File: src/rtl/ctrl_resp_pkg.sv
package ctrl_resp_pkg;

  // Header field positions: the host encodes them, so they are fixed.
  localparam int HdrNotCtrlBit = 31;
  localparam int HdrWriteBit   = 29;
  localparam int HdrSelLsb     = 24;
  localparam int HdrAddrLsb    = 8;
  localparam int HdrCntLsb     = 1;

  // Strobes from control to datapath.
  typedef struct packed {
    logic hdrLoad;  // latch selector and start address from the current word
    logic wrIssue;  // issue a register write with the current word
  } ctrlStrobes_t;

endpackage

File: src/rtl/ctrl_resp_datapath.sv
module ctrl_resp_datapath
  import ctrl_resp_pkg::*;
#(
  parameter int WORD_W      = 32,
  parameter int ADDR_W      = 16,
  parameter int SEL_W       = 4,
  parameter int SYNC_STAGES = 2
) (
  input  logic              clk,
  input  logic              rstN,
  input  logic              sclkPin,
  input  logic              csNPin,
  input  logic              mosiPin,
  input  ctrlStrobes_t      strobes,
  output logic              misoPin,
  output logic              csActive,
  output logic              wordDone,
  output logic [WORD_W-1:0] rxWord,
  output logic              wrStrobe,
  output logic [ADDR_W-1:0] wrAddr,
  output logic [SEL_W-1:0]  wrSel,
  output logic [WORD_W-1:0] wrData
);

  localparam int BitCntW = $clog2(WORD_W);
  localparam logic [BitCntW-1:0] LastBit = BitCntW'(WORD_W - 1);

  // Pin synchronizers
  logic [SYNC_STAGES-1:0] sclkSync, csSync, mosiSync;
  logic sclkPrev;

  always_ff @(posedge clk or negedge rstN) begin
    if (!rstN) begin
      sclkSync <= '0;
      csSync   <= '1;
      mosiSync <= '0;
      sclkPrev <= 1'b0;
    end else begin
      sclkSync <= {sclkSync[SYNC_STAGES-2:0], sclkPin};
      csSync   <= {csSync[SYNC_STAGES-2:0], csNPin};
      mosiSync <= {mosiSync[SYNC_STAGES-2:0], mosiPin};
      sclkPrev <= sclkSync[SYNC_STAGES-1];
    end
  end

  logic sclkNow, mosiNow, sclkRise, sclkFall;
  assign sclkNow  = sclkSync[SYNC_STAGES-1];
  assign mosiNow  = mosiSync[SYNC_STAGES-1];
  assign csActive = ~csSync[SYNC_STAGES-1];
  assign sclkRise = csActive & sclkNow & ~sclkPrev;
  assign sclkFall = csActive & ~sclkNow & sclkPrev;

  // Receive shifter
  logic [BitCntW-1:0] bitCnt;
  logic [WORD_W-1:0]  rxShift;

  always_ff @(posedge clk or negedge rstN) begin
    if (!rstN) begin
      bitCnt  <= '0;
      rxShift <= '0;
    end else if (!csActive) begin
      bitCnt  <= '0;
    end else if (sclkRise) begin
      rxShift <= {rxShift[WORD_W-2:0], mosiNow};
      bitCnt  <= (bitCnt == LastBit) ? '0 : bitCnt + 1'b1;
    end
  end

  assign rxWord   = {rxShift[WORD_W-2:0], mosiNow};
  assign wordDone = sclkRise & (bitCnt == LastBit);

  // Echo shifter: the word just completed goes out during the next word
  logic [WORD_W-1:0] txShift;
  logic holdFirst;

  always_ff @(posedge clk or negedge rstN) begin
    if (!rstN) begin
      txShift   <= '0;
      holdFirst <= 1'b0;
    end else if (!csActive) begin
      txShift   <= '0;
      holdFirst <= 1'b0;
    end else if (wordDone) begin
      txShift   <= rxWord;
      holdFirst <= 1'b1;
    end else if (sclkFall) begin
      if (holdFirst) holdFirst <= 1'b0;
      else           txShift   <= {txShift[WORD_W-2:0], 1'b0};
    end
  end

  assign misoPin = txShift[WORD_W-1];

  // Register write port
  logic [ADDR_W-1:0] addrCnt;
  logic [SEL_W-1:0]  selReg;

  always_ff @(posedge clk or negedge rstN) begin
    if (!rstN) begin
      addrCnt  <= '0;
      selReg   <= '0;
      wrStrobe <= 1'b0;
      wrAddr   <= '0;
      wrSel    <= '0;
      wrData   <= '0;
    end else begin
      wrStrobe <= 1'b0;
      if (strobes.hdrLoad) begin
        addrCnt <= rxWord[HdrAddrLsb +: ADDR_W];
        selReg  <= rxWord[HdrSelLsb +: SEL_W];
      end else if (strobes.wrIssue) begin
        wrStrobe <= 1'b1;
        wrAddr   <= addrCnt;
        wrSel    <= selReg;
        wrData   <= rxWord;
        addrCnt  <= addrCnt + 1'b1;
      end
    end
  end

  // a write is only requested when a whole word has just arrived
  p_issue_on_word_r2: assert property (@(posedge clk) disable iff (!rstN)
    strobes.wrIssue |-> wordDone);

  // the strobe never lasts two cycles
  p_strobe_single_r8: assert property (@(posedge clk) disable iff (!rstN)
    wrStrobe |=> !wrStrobe);

endmodule

File: src/rtl/ctrl_resp_control.sv
module ctrl_resp_control
  import ctrl_resp_pkg::*;
#(
  parameter int WORD_W = 32,
  parameter int CNT_W  = 7
) (
  input  logic              clk,
  input  logic              rstN,
  input  logic              csActive,
  input  logic              wordDone,
  input  logic [WORD_W-1:0] rxWord,
  output ctrlStrobes_t      strobes,
  output logic              headerPhase
);

  localparam int MaxCount = 1 << CNT_W;

  logic             expectHdr;
  logic [CNT_W:0]   writesLeft;
  logic             hdrOk;
  logic [CNT_W:0]   hdrCount;

  assign hdrOk = ~rxWord[HdrNotCtrlBit] & rxWord[HdrWriteBit] & (^rxWord);
  assign hdrCount = {1'b0, rxWord[HdrCntLsb +: CNT_W]} + 1'b1;

  always_comb begin
    strobes.hdrLoad = wordDone & expectHdr & hdrOk;
    strobes.wrIssue = wordDone & ~expectHdr & (writesLeft != '0);
  end

  always_ff @(posedge clk or negedge rstN) begin
    if (!rstN) begin
      expectHdr  <= 1'b1;
      writesLeft <= '0;
    end else if (!csActive) begin
      expectHdr  <= 1'b1;
      writesLeft <= '0;
    end else if (wordDone) begin
      if (expectHdr) begin
        expectHdr  <= 1'b0;
        writesLeft <= hdrOk ? hdrCount : '0;
      end else if (writesLeft != '0) begin
        writesLeft <= writesLeft - 1'b1;
      end
    end
  end

  assign headerPhase = expectHdr;

  // outstanding writes never exceed the largest count a header can hold
  p_left_bound_r7: assert property (@(posedge clk) disable iff (!rstN)
    writesLeft <= (CNT_W+1)'(MaxCount));

  // nothing is written while chip select is inactive
  p_no_write_idle_r9: assert property (@(posedge clk) disable iff (!rstN)
    !csActive |-> !strobes.wrIssue);

endmodule

File: src/rtl/ctrl_cmd_responder.sv
module ctrl_cmd_responder
  import ctrl_resp_pkg::*;
#(
  parameter int WORD_W      = 32,
  parameter int ADDR_W      = 16,
  parameter int SEL_W       = 4,
  parameter int CNT_W       = 7,
  parameter int SYNC_STAGES = 2
) (
  input  logic              clk,
  input  logic              rstN,
  input  logic              spiSclk,
  input  logic              spiCsN,
  input  logic              spiMosi,
  output logic              spiMiso,
  output logic              regWrStrobe,
  output logic [ADDR_W-1:0] regWrAddr,
  output logic [SEL_W-1:0]  regWrSel,
  output logic [WORD_W-1:0] regWrData
);

  ctrlStrobes_t      strobes;
  logic              csActive, wordDone, headerPhase;
  logic [WORD_W-1:0] rxWord;

  ctrl_resp_datapath #(
    .WORD_W(WORD_W), .ADDR_W(ADDR_W), .SEL_W(SEL_W), .SYNC_STAGES(SYNC_STAGES)
  ) i_datapath (
    .clk(clk), .rstN(rstN),
    .sclkPin(spiSclk), .csNPin(spiCsN), .mosiPin(spiMosi),
    .strobes(strobes),
    .misoPin(spiMiso), .csActive(csActive), .wordDone(wordDone), .rxWord(rxWord),
    .wrStrobe(regWrStrobe), .wrAddr(regWrAddr), .wrSel(regWrSel), .wrData(regWrData)
  );

  ctrl_resp_control #(
    .WORD_W(WORD_W), .CNT_W(CNT_W)
  ) i_control (
    .clk(clk), .rstN(rstN),
    .csActive(csActive), .wordDone(wordDone), .rxWord(rxWord),
    .strobes(strobes), .headerPhase(headerPhase)
  );

  // Checker state: previous write address inside the current frame
  logic [ADDR_W-1:0] prevAddr;
  logic              prevValid;

  always_ff @(posedge clk or negedge rstN) begin
    if (!rstN) begin
      prevAddr  <= '0;
      prevValid <= 1'b0;
    end else if (regWrStrobe) begin
      prevAddr  <= regWrAddr;
      prevValid <= 1'b1;
    end else if (!csActive) begin
      prevValid <= 1'b0;
    end
  end

  // each write in a frame lands one address above the last, with wrap
  p_addr_step_r2: assert property (@(posedge clk) disable iff (!rstN)
    (regWrStrobe && prevValid) |-> (regWrAddr == prevAddr + 1'b1));

  // the header word period returns zeros
  p_first_echo_zero_r5: assert property (@(posedge clk) disable iff (!rstN)
    (csActive && headerPhase) |-> !spiMiso);

endmodule

File: config.mk
export PLATFORM = sky130hd
export DESIGN_NAME = ctrl_cmd_responder
export DESIGN_NICKNAME = d
export VERILOG_FILES = /design/src/rtl/ctrl_resp_pkg.sv /design/src/rtl/ctrl_resp_datapath.sv /design/src/rtl/ctrl_resp_control.sv /design/src/rtl/ctrl_cmd_responder.sv
export SDC_FILE = /design/constraint.sdc
export NUM_CORES = 1
export LEC_CHECK = 0
export ABC_AREA = 1
export BUFFER_PORTS_ARGS = -buffer_cell sky130_fd_sc_hd__buf_2
export CAP_MARGIN = 20
export CORE_MARGIN = 4
export CORE_UTILIZATION = 60
export CTS_CLUSTER_DIAMETER = 200
export DETAILED_ROUTE_END_ITERATION = 6
export PLACE_DENSITY = 0.88
export SKIP_CTS_REPAIR_TIMING = 1
export SLEW_MARGIN = 20
export SYNTH_ARGS = -nofsm -noshare
export SYNTH_HDL_FRONTEND = slang
export SYNTH_SLANG_ARGS = --single-unit
export TNS_END_PERCENT = 50
File: constraint.sdc
create_clock -name clk -period 2.1 [get_ports clk]
set_input_delay 0.21 -clock clk [delete_from_list [all_inputs] [get_ports clk]]
set_output_delay 0.21 -clock clk [all_outputs]
set_load 0.05 [all_outputs]
==> flow_summary.toml, run 1 <==
[synth]
syn_inst = 937
ys_types = 39
synth_ff_type = "dfrtp_1"
syn_avg_cell_area_um2 = 8.40
yosys_warnings = 0
yosysSeqAreaShare_pct = 50.3
syn_nets = 951
ys_ff_latch = 158
synth_area_um2 = 7870
synth_edf_count = 0
synthArstFlopShare_pct = 100

[pwr]
internal_power_mw = 5.49
p_leak_nw = 4.75
switching_share_pct = 27.0
pwr-share-seq_pct = 42.1
clkPwrFrac_pct = 43.7
p_per_area_nw_per_um2 = 806
p_sw_mw = 2.03
ir_worst_vdd_uv = 550
combinationalPowerShare_pct = 14.2

[grt]
grt_pass1_wl_um = 30600
grt_pass1_vias = 6261
grt_overflow = 0
grt_max_degree = 69
grt_usage_pct = 26.0
antenna_found_initial = 0

[floorplan]
placementRows = 41
initial_core_util_pct = 61.9
dieArea_um2 = 15000
die_h_um = 123
die_w_um = 123
core_um2 = 12700
io_pins = 59

[drt]
drc_errors = 1
dr_total_vias = 6848
routedWlPerCell_um = 16.8
drtIter0Drc = 937
viasPerCell = 5.75
wl_um = 20000
ant_nets = 0
dr.pass1.iters = 7

[run_status]
status = "complete, but fails checks"
failed_checks = "DRC, setup timing"

[worst_setup_path]
rr_endpoint = "i_datapath.addrCnt[2]"
critPathMaxFanout = 7
crit_type = "reg2reg"
worst_setup_path_end_kind = "flip-flop"
path_cells = "ha_4, nand2_1, nand2_1, nand2_2, nand2_1, nand2_1, nand2_2, nand2_2, nand2_4, inv_4, nand2_4, nand4_4, buf_12, nand3_4, nand3_2"
crit_required_ns = 2.41
timing.critical_path.mode_cell = "nand2_1"
crit_slowest_cell = "dfrtp_1"
r2r_start = "i_datapath.rxShift[4]"
critical_path_arrival_ns = 2.57
cpPeakStageDelay_ns = 0.43
critical_path.top_delay_family = "simple AND/OR/NAND/NOR gates"
reg2reg_depth = 15
startpoint_type = "flip-flop"
crit_buf_inv = 2
worst-r2r-setup-slack_ns = -0.16

[sta]
fin_tns_setup_ns = -2.69
fin_worst_hold_slack_ns = 0.350
setup_viol_count_final = 23
clock_skew_ns = 0.00922
fin_ws_ns = -0.156
fmax_ghz = 0.443
hold_viol = 0
rsz0062_at_grt = "yes"
max_slew.worst_pin.slew_ns = 0.639
slew_violations = 0
slew_headroom_pct = 57.4
timing.final.crit_share_pct = 107
fin_crit_ns = 2.26

[clocking]
path_clk_slew_ns = 0.07
h-tree-depth = 4
clock_path_buffers = 2
root_buffer = "clkbuf_16"
cts_buffers = 17
clock_latency_ns = 0.44
cts_tree = "done"
cts_sinks = 158

[place]
dp_hpwl_um = 12200
portBuffers = 58
gp_congestion = 0.902

[job]
maxCapViolCount = 0

[layout]
num-nets-final = 1019
fillCellCount = 832
final_layout_size_suffix_gt1_share_pct = 22.6
diodes = 0
area_growth_pct = 18.5

[worst_hold_path]
min_path_type = "in2async"
kinds of logic after synthesis:
group	Yosys count	share of synthesized area, %
fa+ha+maj	9	1.43
flops	158	50.3
simple gates	465	27.6
xor+xnor	20	2.22
compound gates	165	11.9
buf+inv	120	6.61
power by group through the flow:
stage,sequential (mW),combinational (mW),clock [mW]
2_1_floorplan,3.21,0.641,0
3_3_place_gp,3.20,0.814,0
3_5_place_dp,3.20,0.857,0
4_1_cts,3.15,0.872,3.29
5_1_grt,3.17,1.15,3.43
6_report,3.17,1.07,3.28
cell usage in the layout, fill, tap and decap left out, types with 4 or more instances in the layout:
cell           netlist  final
nand2_1            342    336
dfrtp_1            155    155
o21ai_0            111    110
buf_2               22     57
inv_1               49     47
nand3_2             37     32
a22oi_1             30     30
inv_2               27     29
nor2_1              20     19
clkbuf_16            0     19
nand3_1             19     18
buf_4                3     17
nand4_1             16     16
xor2_1              17     16
nand2_2             12     14
a21oi_1             11     11
nand2_4              3      6
o21ai_2              6      6
nand3_4              0      6
ha_1                 9      6
buf_12               0      6
nor3_1               5      5
buf_6                2      5
nor2_2               4      4
clkinv_2             0      4
bufinv_16            0      4
dlygate4sd3_1        0      4
synth_stat cells, types with 2 or more instances:
| master | n | area share, % |
|---|---|---|
| dfrtp_1 | 155 | 49 |
| o22ai_1 | 2 | 0.16 |
| o21ai_1 | 2 | 0.13 |
| nand2_1 | 342 | 16 |
| inv_2 | 27 | 1.3 |
| a21oi_1 | 11 | 0.70 |
| nand3_1 | 19 | 1.2 |
| a22oi_1 | 30 | 2.9 |
| ha_1 | 9 | 1.4 |
| nor2_1 | 20 | 0.95 |
| nand4_1 | 16 | 1.3 |
| xor2_1 | 17 | 1.9 |
| nand3b_1 | 2 | 0.19 |
| nand3_2 | 37 | 4.7 |
| buf_2 | 22 | 1.4 |
| buf_6 | 2 | 0.29 |
| nor3_1 | 5 | 0.32 |
| nand2_2 | 12 | 0.95 |
| dfstp_2 | 3 | 1.0 |
| o21ai_2 | 6 | 0.67 |
| o21ai_0 | 111 | 7.1 |
| nand2_4 | 3 | 0.43 |
| inv_1 | 49 | 2.3 |
| xnor2_1 | 3 | 0.33 |
| clkbuf_2 | 2 | 0.13 |
| clkbuf_1 | 12 | 0.57 |
| buf_4 | 3 | 0.29 |
| nor2_2 | 4 | 0.32 |
worst max-delay path by stage:
| stage | end | from | cells past startpoint | slack [ns] |
|---|---|---|---|---|
| 3_3_place_gp | i_datapath.txShift[31] | i_datapath.bitCnt[0] | 9 | 0.14 |
| 5_1_grt | i_datapath.addrCnt[14] | i_datapath.rxShift[4] | 15 | -0.23 |
| 6_report | i_datapath.addrCnt[2] | i_datapath.rxShift[4] | 15 | -0.16 |
| 4_1_cts | i_control.writesLeft[1] | i_datapath.rxShift[1] | 16 | -0.006 |
| 2_1_floorplan | i_datapath.addrCnt[6] | i_datapath.rxShift[2] | 16 | 0.21 |
| 3_5_place_dp | i_control.writesLeft[1] | i_datapath.rxShift[3] | 14 | 0.04 |
routing by layer:
metal	part of all wire (%)	GRT usage [%]
met1	40	34.8
met2	47	40.8
met3	8.1	6.04
met4	4.3	11.5
met5	0	0
sequential cells by signal, indices dropped and copies added, names as in the netlist:
name	count
i_control.writesLeft	8
i_datapath.sclkPrev	1
i_datapath.bitCnt	5
i_control.headerPhase	1
i_datapath.addrCnt	16
i_datapath.wrAddr	16
i_datapath.csSync	2
i_datapath.wrData	32
i_datapath.sclkSync	2
i_datapath.mosiSync	2
i_datapath.holdFirst	1
i_datapath.rxShift	31
i_datapath.selReg	4
i_datapath.wrStrobe	1
i_datapath.txShift	32
i_datapath.wrSel	4
cell type report:
type	count	area, µm²	area share [%]
Sequential cell	158	3960	42.4
Multi-Input combinational cell	659	3560	38.1
Timing Repair Buffer	91	679	7.28
Clock buffer	21	460	4.94
Inverter	78	295	3.17
Tap cell	172	215	2.31
Clock inverter	11	164	1.76
through the flow:
stage	setup WS [ns]	std cells	cell area [µm²]	total power, mW	util, %
2_1_floorplan	0.209	937	7870	3.85	-
6_report	-0.156	1190	9330	7.51	73.3
3_3_place_gp	0.142	1148	8420	4.01	66.2
5_1_grt	-0.226	1190	9330	7.75	73.3
4_1_cts	-0.00645	1180	9050	7.30	71.1
3_5_place_dp	0.0379	1148	8420	4.06	66.2
No activity file was read; power rests on OpenSTA's default activity.
==> inputs of run 2 (changes only) <==
Settings changed: SETUP_SLACK_MARGIN set to 0.05.
==> run 2 against run 1 <==
  * The flow finishes with violations (setup timing)
  * Sequential cell count is the same
  * Register-to-register slack gained 0.13 ns
  * Global-route usage is the same
  * Clock power is essentially flat
  * Utilization shrank 0.26 points
  * Wire length shrank 4.1%
  * Via count shrank 1.6%
  * Critical path type unchanged
  * Largest cell class unchanged
==> flow_summary.toml, run 2 (synthesis results as in run 1) <==
[run_status]
status = "complete, but fails checks"
failed_checks = "setup timing"

[sta]
slew_headroom_pct = 56.9
rsz0062_at_grt = "yes"
setup_viol_count_final = 17
max_slew.worst_pin.slew_ns = 0.647
fin_crit_ns = 2.13
clock_skew_ns = 0.00639
fmax_ghz = 0.470
slew_violations = 0
fin_ws_ns = -0.0256
timing.final.crit_share_pct = 101
hold_viol = 0

[grt]
grt_pass1_wl_um = 30600
grt_overflow = 0
grt_max_degree = 69
grt_pass1_vias = 6261
grt_usage_pct = 26.0
antenna_found_initial = 0

[worst_hold_path]
min_path_type = "in2async"

[pwr]
total_power_mw = 7.44
p_leak_nw = 4.76
p_per_area_nw_per_um2 = 801
switching_share_pct = 26.3
pwr-share-seq_pct = 42.5
ir_worst_vdd_uv = 534
p_sw_mw = 1.96
combinationalPowerShare_pct = 13.7
clkPwrFrac_pct = 43.8
internal_power_mw = 5.48

[worst_setup_path]
worst_setup_path_end_kind = "flip-flop"
critical_path_arrival_ns = 2.44
worst-r2r-setup-slack_ns = -0.03
crit_required_ns = 2.41
startpoint_type = "flip-flop"
r2r_start = "i_datapath.rxShift[4]"
critPathMaxFanout = 6
crit_type = "reg2reg"
rr_endpoint = "i_datapath.addrCnt[13]"
reg2reg_depth = 12

[layout]
final_layout_size_suffix_gt1_share_pct = 22.5
area_growth_pct = 18.1
num-nets-final = 1021
fillCellCount = 860
final_cell_mix = "nand2_1 (337), dfrtp_1 (155), o21ai_0 (107), buf_2 (57), inv_1 (47)"
diodes = 0
instances_no_fill = 1192
layout_commonest_cell = "nand2_1"
reg_top3 = "i_datapath.txShift: 32 flops, i_datapath.wrData: 32 flops, i_datapath.rxShift: 31 flops"

[drt]
wl_um = 19200
ant_nets = 0
viasPerCell = 5.66
drc_errors = 0
dr.pass1.iters = 7
drtIter0Drc = 849
dr_total_vias = 6741
routedWlPerCell_um = 16.1

[floorplan]
placementRows = 41
io_pins = 59
die_h_um = 123
dieArea_um2 = 15000
initial_core_util_pct = 61.9
die_w_um = 123
core_um2 = 12700

[clocking]
cts_buffers = 17
clock_latency_ns = 0.43
root_buffer = "clkbuf_16"
cts_sinks = 158
cts_tree = "done"
clock_path_buffers = 2
path_clk_slew_ns = 0.06
h-tree-depth = 4

[place]
dp_hpwl_um = 12200
gp_congestion = 0.902
portBuffers = 58
dp_cells = 1148

[job]
maxCapViolCount = 0
## run 2: worst max path at each step
stage	from	end	slack, ns	cells after the start
final	i_datapath.rxShift[4]	i_datapath.addrCnt[13]	-0.03	12
after floorplan	i_datapath.rxShift[2]	i_datapath.addrCnt[6]	0.21	16
after global placement	i_datapath.bitCnt[0]	i_datapath.txShift[31]	0.14	9
after detailed placement	i_datapath.rxShift[3]	i_control.writesLeft[1]	0.04	14
after CTS	i_datapath.rxShift[1]	i_control.writesLeft[1]	-0.006	16
after global routing	i_datapath.rxShift[4]	i_datapath.addrCnt[13]	-0.09	12
## run 2: worst max-delay path, cell delays in order, from the launching register on
cell and delay (ns):
dfrtp_1 0.43, ha_4 0.31, xor2_1 0.23, inv_1 0.08
nand3_1 0.09, nand2_1 0.07, nand2_2 0.08, nand2_4 0.07
nand2_2 0.09, nand4_4 0.19, clkbuf_16 0.24, nand3_2 0.07
nand3_2 0.06
## run 2: metrics by stage
step / setup slack, ns / utilization (%) / area [µm²] / TNS, ns / hold WS [ns]
2_1_floorplan: 0.209 / - / 7870 / 0 / -0.0856
3_3_place_gp: 0.142 / 66.2 / 8420 / 0 / 0.254
3_5_place_dp: 0.0379 / 66.2 / 8420 / 0 / 0.255
4_1_cts: -0.00645 / 71.1 / 9050 / -0.0158 / -0.210
5_1_grt: -0.0901 / 73.1 / 9300 / -1.46 / 0.352
6_report: -0.0256 / 73.1 / 9300 / -0.183 / 0.349
## run 2: cell type report
class                      count  area, µm²  share of cell area, %
tap                          172        215                   2.32
clock inverter                11        164                   1.76
inverter                      78        295                   3.18
clock buffer                  21        460                   4.95
timing repair buffer          93        698                   7.51
multi-input combinational    659       3500                   37.7
sequential                   158       3960                   42.6
## run 2: metal layers
layer  wire, µm  GRT usage [%]  share of wire [%]  up-vias
li1           -              -                  -     3184
met1       8000           34.8                 42     3186
met2       9100           40.8                 47      309
met3       1480           6.04                7.7       62
met4        641           11.5                3.3        0
met5          0              0                  0        -
## run 2: power groups by stage
stage	Sequential (mW)	Clock [mW]	Combinational, mW
finish	3.16	3.26	1.02
detailed placement	3.20	0	0.857
global placement	3.20	0	0.814
floorplan	3.21	0	0.641
global route	3.17	3.43	1.10
CTS	3.15	3.29	0.872
